==> config.mk <==
export PLATFORM = sky130hd
export DESIGN_NAME = atapi_tf_ctrl
export DESIGN_NICKNAME = d
export VERILOG_FILES = /design/src/rtl/atapi_tf_pkg.sv /design/src/rtl/atapi_tf_irq.sv /design/src/rtl/atapi_tf_pktbuf.sv /design/src/rtl/atapi_tf_rdstream.sv /design/src/rtl/atapi_tf_ctrl.sv
export SDC_FILE = /design/constraint.sdc
export NUM_CORES = 1
export LEC_CHECK = 0
export BUFFER_PORTS_ARGS = -buffer_cell sky130_fd_sc_hd__buf_2
export CAP_MARGIN = 20
export CELL_PAD_IN_SITES_DETAIL_PLACEMENT = 1
export CELL_PAD_IN_SITES_GLOBAL_PLACEMENT = 1
export CORE_ASPECT_RATIO = 0.9
export CORE_MARGIN = 5
export CORE_UTILIZATION = 43
export CTS_CLUSTER_SIZE = 16
export DETAILED_ROUTE_END_ITERATION = 6
export MAX_ROUTING_LAYER = met4
export PLACE_DENSITY_LB_ADDON = 0.3
export SLEW_MARGIN = 20
export SYNTH_ARGS = -nofsm -noshare
export SYNTH_HDL_FRONTEND = slang
export SYNTH_SLANG_ARGS = --single-unit
==> constraint.sdc <==
create_clock -name clk -period 2.7 [get_ports clk]
set_input_delay 0.405 -clock clk [delete_from_list [all_inputs] [get_ports clk]]
set_output_delay 0.405 -clock clk [all_outputs]
set_load 0.05 [all_outputs]
==> src/rtl/atapi_tf_pkg.sv <==
package atapi_tf_pkg;
  localparam logic [3:0] ADR_DATA    = 4'd0;
  localparam logic [3:0] ADR_ERRFEAT = 4'd1;
  localparam logic [3:0] ADR_COUNT   = 4'd2;
  localparam logic [3:0] ADR_SECTOR  = 4'd3;
  localparam logic [3:0] ADR_BCLO    = 4'd4;
  localparam logic [3:0] ADR_BCHI    = 4'd5;
  localparam logic [3:0] ADR_DEVICE  = 4'd6;
  localparam logic [3:0] ADR_STATCMD = 4'd7;
  localparam logic [3:0] ADR_ALTCTL  = 4'd8;

  localparam logic [7:0] CMD_PACKET   = 8'hA0;
  localparam logic [7:0] CMD_SETFEAT  = 8'hEF;
  localparam logic [7:0] FEAT_XFER    = 8'h03;
  localparam logic [7:0] PKT_IDENT    = 8'h12;
  localparam logic [7:0] PKT_READSEC  = 8'h30;
  localparam logic [7:0] ERR_NOMEDIUM = 8'h50;
  localparam logic [7:0] SECTOR_INIT  = 8'h81;

  localparam int PKT_BYTES   = 12;
  localparam int IDENT_BYTES = 32;
  localparam int NIEN_BIT    = 1;

  typedef enum logic {SRC_IDENT, SRC_SECTOR} src_e;

  // Identity string byte i is 0x40 + i; words are little-endian byte pairs.
  function automatic logic [15:0] ident_word(input logic [15:0] k);
    logic [7:0] lo;
    lo = 8'h40 + {k[6:0], 1'b0};
    return {lo + 8'd1, lo};
  endfunction
endpackage

==> src/rtl/atapi_tf_irq.sv <==
module atapi_tf_irq (
  input  logic clk,
  input  logic rst_n,
  input  logic raise,
  input  logic clear,
  input  logic mask,
  output logic pending,
  output logic line
);
  always_ff @(posedge clk) begin
    if (!rst_n)     pending <= 1'b0;
    else if (raise) pending <= 1'b1;
    else if (clear) pending <= 1'b0;
  end

  assign line = pending & ~mask;
endmodule

==> src/rtl/atapi_tf_pktbuf.sv <==
module atapi_tf_pktbuf #(
  parameter int PKT_WORDS = 6
) (
  input  logic                            clk,
  input  logic                            rst_n,
  input  logic                            arm,
  input  logic                            cancel,
  input  logic                            wr,
  input  logic [15:0]                     wdata,
  output logic                            armed,
  output logic                            last,
  output logic [2*PKT_WORDS-1:0][7:0]     bytes
);
  localparam int IDX_W = (PKT_WORDS > 1) ? $clog2(PKT_WORDS) : 1;

  logic [IDX_W-1:0] idx;
  logic [15:0]      words_q [PKT_WORDS];

  assign last = wr && armed && (idx == IDX_W'(PKT_WORDS - 1));

  always_ff @(posedge clk) begin
    if (!rst_n) begin
      armed <= 1'b0;
      idx   <= '0;
    end else if (arm) begin
      armed <= 1'b1;
      idx   <= '0;
    end else if (cancel) begin
      armed <= 1'b0;
    end else if (wr && armed) begin
      if (last) begin
        armed <= 1'b0;
        idx   <= '0;
      end else begin
        idx <= idx + 1'b1;
      end
    end
  end

  always_ff @(posedge clk) begin
    if (wr && armed) begin
      for (int i = 0; i < PKT_WORDS; i++)
        if (idx == IDX_W'(i)) words_q[i] <= wdata;
    end
  end

  always_comb begin
    for (int i = 0; i < PKT_WORDS; i++) begin
      bytes[2*i]   = words_q[i][7:0];
      bytes[2*i+1] = words_q[i][15:8];
    end
  end
endmodule

==> src/rtl/atapi_tf_rdstream.sv <==
module atapi_tf_rdstream
  import atapi_tf_pkg::*;
#(
  parameter int REM_W = 32
) (
  input  logic             clk,
  input  logic             rst_n,
  input  logic             start,
  input  src_e             src,
  input  logic [REM_W-1:0] start_bytes,
  input  logic [15:0]      lba_lo,
  input  logic [15:0]      blk_bytes,
  input  logic             pop,
  input  logic             abort,
  output logic             active,
  output logic [15:0]      word,
  output logic             blk_irq,
  output logic             last
);
  logic [REM_W-1:0] remain;
  logic [15:0]      blk_left, blk_size, base, idx;
  src_e             src_q;
  logic             final_word;

  assign final_word = (remain <= REM_W'(2));
  assign last       = pop && active && final_word;
  assign blk_irq    = pop && active && !final_word && (blk_size != 16'd0)
                      && (blk_left <= 16'd2);
  assign word       = (src_q == SRC_IDENT) ? ident_word(idx) : (base + idx);

  always_ff @(posedge clk) begin
    if (!rst_n) begin
      active   <= 1'b0;
      remain   <= '0;
      blk_left <= '0;
      blk_size <= '0;
      base     <= '0;
      idx      <= '0;
      src_q    <= SRC_IDENT;
    end else if (abort) begin
      active <= 1'b0;
    end else if (start) begin
      active   <= (start_bytes != '0);
      remain   <= start_bytes;
      blk_left <= blk_bytes;
      blk_size <= blk_bytes;
      base     <= lba_lo;
      src_q    <= src;
      idx      <= '0;
    end else if (pop && active) begin
      idx    <= idx + 16'd1;
      remain <= remain - REM_W'(2);
      if (final_word) active <= 1'b0;
      if (blk_irq) blk_left <= blk_size;
      else         blk_left <= blk_left - 16'd2;
    end
  end
endmodule

==> src/rtl/atapi_tf_ctrl.sv <==
module atapi_tf_ctrl
  import atapi_tf_pkg::*;
#(
  parameter int DECODE_CYCLES = 2,
  parameter int SECT_WORDS    = 4,
  parameter int REM_W         = 32
) (
  input  logic        clk,
  input  logic        rst_n,
  input  logic        host_wr,
  input  logic        host_rd,
  input  logic [3:0]  host_addr,
  input  logic [15:0] host_wdata,
  output logic [15:0] host_rdata,
  input  logic        medium_present,
  output logic        irq,
  output logic [4:0]  xfer_class,
  output logic [2:0]  xfer_mode
);
  localparam int PKT_WORDS  = PKT_BYTES / 2;
  localparam int SECT_BYTES = SECT_WORDS * 2;
  localparam int BUSY_W     = $clog2(DECODE_CYCLES + 1);

  logic [7:0] feat_q, count_q, sector_q, bclo_q, bchi_q, dev_q, err_q;
  logic       nien_q, drdy_q, serv_q, errbit_q, bsy_q;
  logic [BUSY_W-1:0] busy_cnt;

  logic wr_cmd, wr_data, rd_stat, pop;
  assign wr_cmd  = host_wr && (host_addr == ADR_STATCMD);
  assign wr_data = host_wr && (host_addr == ADR_DATA);
  assign rd_stat = host_rd && (host_addr == ADR_STATCMD);
  assign pop     = host_rd && (host_addr == ADR_DATA);

  // packet collection
  logic pkt_armed, pkt_last;
  logic [PKT_BYTES-1:0][7:0] pkt_b;

  atapi_tf_pktbuf #(.PKT_WORDS(PKT_WORDS)) pktbuf_i (
    .clk(clk), .rst_n(rst_n),
    .arm(wr_cmd && host_wdata[7:0] == CMD_PACKET),
    .cancel(wr_cmd), .wr(wr_data), .wdata(host_wdata),
    .armed(pkt_armed), .last(pkt_last), .bytes(pkt_b)
  );

  // packet decode
  logic        decode_now, is_ident, is_readsec, nomedium;
  logic [15:0] ident_len16, ident_len;
  logic [23:0] sec_lba, sec_count;
  logic [REM_W-1:0] st_bytes;
  logic        st_start;
  src_e        st_src;

  assign decode_now  = bsy_q && (busy_cnt == '0);
  assign is_ident    = pkt_b[0] == PKT_IDENT;
  assign is_readsec  = pkt_b[0] == PKT_READSEC;
  assign ident_len16 = {pkt_b[3], pkt_b[2]};
  assign ident_len   = (ident_len16 > 16'(IDENT_BYTES)) ? 16'(IDENT_BYTES) : ident_len16;
  assign sec_lba     = {pkt_b[2], pkt_b[3], pkt_b[4]};
  assign sec_count   = {pkt_b[8], pkt_b[9], pkt_b[10]};
  assign nomedium    = decode_now && is_readsec && !medium_present;
  assign st_start    = decode_now && (is_ident || (is_readsec && medium_present));
  assign st_src      = is_ident ? SRC_IDENT : SRC_SECTOR;
  assign st_bytes    = is_ident ? REM_W'(ident_len)
                                : REM_W'(sec_count) * REM_W'(SECT_BYTES);

  // response stream
  logic        st_active, st_blk_irq, st_last;
  logic [15:0] st_word;

  atapi_tf_rdstream #(.REM_W(REM_W)) stream_i (
    .clk(clk), .rst_n(rst_n),
    .start(st_start), .src(st_src), .start_bytes(st_bytes),
    .lba_lo(sec_lba[15:0]), .blk_bytes({bchi_q, bclo_q}),
    .pop(pop), .abort(wr_cmd),
    .active(st_active), .word(st_word), .blk_irq(st_blk_irq), .last(st_last)
  );

  // interrupt
  logic irq_raise, irq_clear, irq_pend;
  assign irq_raise = pkt_last || st_blk_irq
                     || (wr_cmd && host_wdata[7:0] == CMD_SETFEAT);
  assign irq_clear = wr_cmd || (rd_stat && !bsy_q);

  atapi_tf_irq irq_i (
    .clk(clk), .rst_n(rst_n), .raise(irq_raise), .clear(irq_clear),
    .mask(nien_q), .pending(irq_pend), .line(irq)
  );

  logic       drq;
  logic [7:0] status;
  assign drq    = pkt_armed || st_active;
  assign status = {bsy_q, drdy_q, 1'b0, serv_q, drq, 2'b00, errbit_q};

  always_ff @(posedge clk) begin
    if (!rst_n) begin
      feat_q     <= 8'h00;
      count_q    <= 8'h00;
      sector_q   <= SECTOR_INIT;
      bclo_q     <= 8'h00;
      bchi_q     <= 8'h00;
      dev_q      <= 8'h00;
      err_q      <= 8'h00;
      nien_q     <= 1'b0;
      drdy_q     <= 1'b0;
      serv_q     <= 1'b0;
      errbit_q   <= 1'b0;
      bsy_q      <= 1'b0;
      busy_cnt   <= '0;
      xfer_class <= '0;
      xfer_mode  <= '0;
    end else begin
      if (host_wr) begin
        case (host_addr)
          ADR_ERRFEAT: feat_q   <= host_wdata[7:0];
          ADR_COUNT:   count_q  <= host_wdata[7:0];
          ADR_SECTOR:  sector_q <= host_wdata[7:0];
          ADR_BCLO:    bclo_q   <= host_wdata[7:0];
          ADR_BCHI:    bchi_q   <= host_wdata[7:0];
          ADR_DEVICE:  dev_q    <= host_wdata[7:0];
          ADR_ALTCTL:  nien_q   <= host_wdata[NIEN_BIT];
          default: ;
        endcase
      end
      if (pkt_last) begin
        bsy_q    <= 1'b1;
        busy_cnt <= BUSY_W'(DECODE_CYCLES - 1);
      end else if (bsy_q && busy_cnt != '0) begin
        busy_cnt <= busy_cnt - 1'b1;
      end else if (decode_now) begin
        bsy_q <= 1'b0;
        if (is_ident) bclo_q <= ident_len[7:0];
        if (nomedium) begin
          errbit_q <= 1'b1;
          err_q    <= ERR_NOMEDIUM;
        end
      end
      if (wr_cmd) begin
        drdy_q   <= 1'b1;
        serv_q   <= 1'b1;
        errbit_q <= 1'b0;
        err_q    <= 8'h00;
        bsy_q    <= 1'b0;
        if (host_wdata[7:0] == CMD_SETFEAT && feat_q == FEAT_XFER) begin
          xfer_class <= count_q[7:3];
          xfer_mode  <= count_q[2:0];
        end
      end
    end
  end

  always_comb begin
    case (host_addr)
      ADR_DATA:    host_rdata = st_active ? st_word : 16'h0000;
      ADR_ERRFEAT: host_rdata = {8'h00, err_q};
      ADR_COUNT:   host_rdata = {8'h00, count_q};
      ADR_SECTOR:  host_rdata = {8'h00, sector_q};
      ADR_BCLO:    host_rdata = {8'h00, bclo_q};
      ADR_BCHI:    host_rdata = {8'h00, bchi_q};
      ADR_DEVICE:  host_rdata = {8'h00, dev_q};
      ADR_STATCMD,
      ADR_ALTCTL:  host_rdata = {8'h00, status};
      default:     host_rdata = 16'h0000;
    endcase
  end
endmodule

==> results_dict.tcl <==
set metrics [dict create \
    syn_area_sq_um 10810 \
    final_nets 1382 \
    fin_skew_ns 0.02284 \
    maxSlewViolCount 0 \
    count_of_placed_standard_cells_in_the_final_layout_fillers_left_out 1692 \
    ys_seq_elements 221 \
    violations_in_the_final_reports "negative setup slack" \
    numClockSinks 221 \
    buffer_ports.inserted 49 \
    clkTransAtPathRegs_ns 0.07 \
    timing.final.hold_violations 0 \
    setup.worst_path.end_class "output port" \
    worst_ir_drop_vdd_uv 418.9 \
    design_power_total_mw 7.038 \
    leakagePower_nw 5.037 \
    drt_first_pass_iters 5 \
    post-place-cells 1640 \
    core_sq_um 24980 \
    ys_seq_area_share_pct 46.11 \
    pin_count_of_the_biggest_net_entering_global_routing 56 \
    crit_path_required_time_ns 2.30 \
    synth_enable_flop_cells 56 \
    ctsLongestPathBuffers 3 \
    cp.arrival_ns 2.92 \
    antenna_found_initial 0 \
    maxClockFrequency_mhz 301.1 \
    gr-usage-all-layers_pct 26.77 \
    number_of_buffers_inserted_by_hold_repair_at_cts 0 \
    min_delay_worst_endpoint "pktbuf_i.words_q[4][12]$_DFFE_PP_" \
    worst_slew_pin_slew_ns 0.7630 \
    synth.avg_cell_area_sq_um 8.740 \
    crit_path_start_kind "flop" \
    yosysUniqueCellTypes 77 \
    final_antenna_net_count 0 \
    remaining_design_rule_violation_count 0 \
    cell_taking_the_most_area_after_synthesis "dfxtp_1" \
    clk_latency_ns 0.53 \
    synth-warning-count 0 \
    chipHeight_um 160.4 \
    most_frequent_cell_after_synthesis "dfxtp_1" \
    master_cell_of_the_clock_root_buffer "clkbuf_16" \
    whs_path_depth 1 \
    final_critical_path_setup_slack_ns -0.6211 \
    initial_core_util_pct 43.28 \
    critical_path.reg2reg.endpoint "stream_i.remain[31]$_SDFFE_PN0P_" \
    class_of_the_tightest_hold_or_removal_check "input pin to flop" \
    synth_top_cell_area_share_pct 30.55 \
    timing.max_slew.rel_slack_pct 48.49 \
    drive_gt1_share_pct 19.63 \
    tns_ns -4.998 \
    post_synth_most_frequent_cells "dfxtp_1, nand2_1, a21oi_1" \
    postSynthNetCount 1287 \
    pwr_density_cell_nw_per_um2 527.4 \
    kind_of_critical_path "flop to output port" \
    boundaryPins 50 \
    grt_pass1_vias 10561 \
    wirelength_um 38110 \
    cap_viol_max_count 0 \
    die_area_sq_um 28420 \
    grt_first_pass_wirelength_um 59640 \
    crit_fanout 3 \
    dr.first_iter.drc_count 937 \
    min_period_over_period_pct 123.0 \
    worst_reg2reg_path_depth 7 \
    setup_viol 13 \
    area_growth_pct 23.45 \
    wl_per_cell_um 22.52 \
    antenna_cells 0 \
    synthTopCellsByArea "dfxtp_1, edfxtp_1, a21oi_1, nand2_1, mux2i_1" \
    place_hpwl_um 25130 \
    tritoncts.num_buffers 24 \
    primary_flip_flop_cell_chosen_by_synthesis_mapping "dfxtp_1" \
    reg2reg_setup_slack_ns 0.07 \
    ys_async_sr_fraction_pct 0 \
    rows 55 \
    rsz_0062_raised_after_global_routing "yes" \
    synth_instances 1237 \
    cts_max_level 1 \
    global_route.overflow_total 0 \
    startpoint_of_the_tightest_hold_check_path "host_wdata[12]" \
    final_period_minus_worst_setup_slack_ns 3.321 \
    dieWidth_um 177.1 \
    avgViaCountPerCell 6.087 \
    fillCellCount 2889 \
    vias 10300 \
    tritoncts "yes" \
    reg2reg_from "pktbuf_i.words_q[0][2]$_DFFE_PP_" \
    outcome "finished, violations left" \
    gp_congestion 0.8639 \
]
## timing repair
item / 4_1_cts / 5_1_grt
endpoints found under the hold margin: 0 / 0
gates resized for setup: 63 / 26
buffers inserted: 4 / 6
pin swaps: 22 / 20
setup endpoints to repair: 16 / 34
## worst max path at each step
stage / cells past startpoint / start / to
detailed placement: 9 / stream_i.idx[0]$_SDFFE_PN0P_ / host_rdata[12]
CTS: 9 / stream_i.idx[0]$_SDFFE_PN0P_ / host_rdata[12]
global route: 9 / stream_i.base[0]$_SDFFE_PN0P_ / host_rdata[12]
floorplan: 8 / stream_i.idx[0]$_SDFFE_PN0P_ / host_rdata[12]
global placement: 9 / stream_i.idx[0]$_SDFFE_PN0P_ / host_rdata[12]
finish: 9 / stream_i.idx[0]$_SDFFE_PN0P_ / host_rdata[12]
## routing by layer
metal  up-vias  part of all wire [%]  track usage [%]
met3        77                   5.8            3.836
met1      5193                    43            35.32
li1       4709                     -                -
met5         -                     0                -
met4         0                   2.4            5.907
met2       321                    48            44.03
## state kept, by name (all words and copies together) (netlist names), 2 cells and up
name / cells
stream_i.blk_left: 16
bclo_q: 8
sector_q: 8
stream_i.remain: 32
pktbuf_i.idx: 3
xfer_class: 5
stream_i.base: 16
feat_q: 8
count_q: 8
xfer_mode: 3
pktbuf_i.words_q: 56
stream_i.blk_size: 16
bchi_q: 8
busy_cnt: 2
stream_i.idx: 16
dev_q: 8
## stage by stage
stage	setup slack (ns)	instance area [sq um]	utilization, %	hold WS [ns]
2_1_floorplan	-0.1881	10950	-	0.4323
3_3_place_gp	-0.1718	12080	48.37	0.4435
3_5_place_dp	-0.1985	12080	48.37	0.4505
4_1_cts	-0.6755	13180	52.77	0.07291
5_1_grt	-0.7323	13350	53.43	0.06823
6_report	-0.6211	13350	53.43	0.08809
## cell usage in the layout (no fill, tap or decap), types with 5 or more instances in the layout
cell	n
and3_1	11
buf_6	15
nor2_1	116
a21oi_2	8
xnor2_1	15
xor2_1	21
o21ai_0	57
or3_1	13
a21oi_1	124
nand3b_1	6
dfxtp_2	5
mux2i_1	45
edfxtp_1	56
inv_1	15
nand4_1	9
buf_2	34
clkbuf_16	25
a211oi_1	14
ha_1	17
nor2b_1	11
dfxtp_1	159
a31oi_1	19
a22oi_1	12
clkinv_2	6
o21ai_1	5
nand3_1	69
a21o_1	5
ha_4	6
nand2_1	147
nor3_1	36
buf_4	94
nor4_1	23
and2_1	8
## cell type report
type                       count  area (sq um)  share of cell area (%)
multi-input combinational    921          5908                   44.27
sequential                   221          4995                   37.42
timing repair buffer         148          1140                   8.540
clock buffer                  31         688.2                   5.156
tap                          342         427.9                   3.206
clock inverter                13         126.4                  0.9468
inverter                      16         61.31                  0.4594
## report_power, final
| part | internal (mW) | switching [mW] | leakage (nW) |
|---|---|---|---|
| clock | 2.00 | 1.40 | 0.403 |
| sequential | 3.40 | 0.00943 | 1.84 |
| combinational | 0.0677 | 0.168 | 2.80 |
## critical path, stage by stage (launching register included)
cell and delay (ns):
dfxtp_2 0.34, ha_4 0.16, fa_2 0.34, a21o_1 0.23, a2111oi_4 0.40, a2bb2oi_2 0.25, o2bb2ai_2 0.16, xor2_2 0.11
a211oi_4 0.21, buf_6 0.19
## cell families (layout without fill, tap and decap cells)
logic type | after synthesis | in the layout | synth area share (%)
AND/OR/NAND/NOR | 487 | 487 | 21.57
AO/OA/AOI/OAI | 316 | 316 | 17.73
flip-flops | 221 | 221 | 46.11
buffers and inverters | 95 | 208 | 3.449
multiplexers | 52 | 52 | 4.861
XOR/XNOR | 41 | 41 | 3.321
adder cells (fa/ha/maj) | 25 | 25 | 2.963
Power figures use the tool's default switching activity.
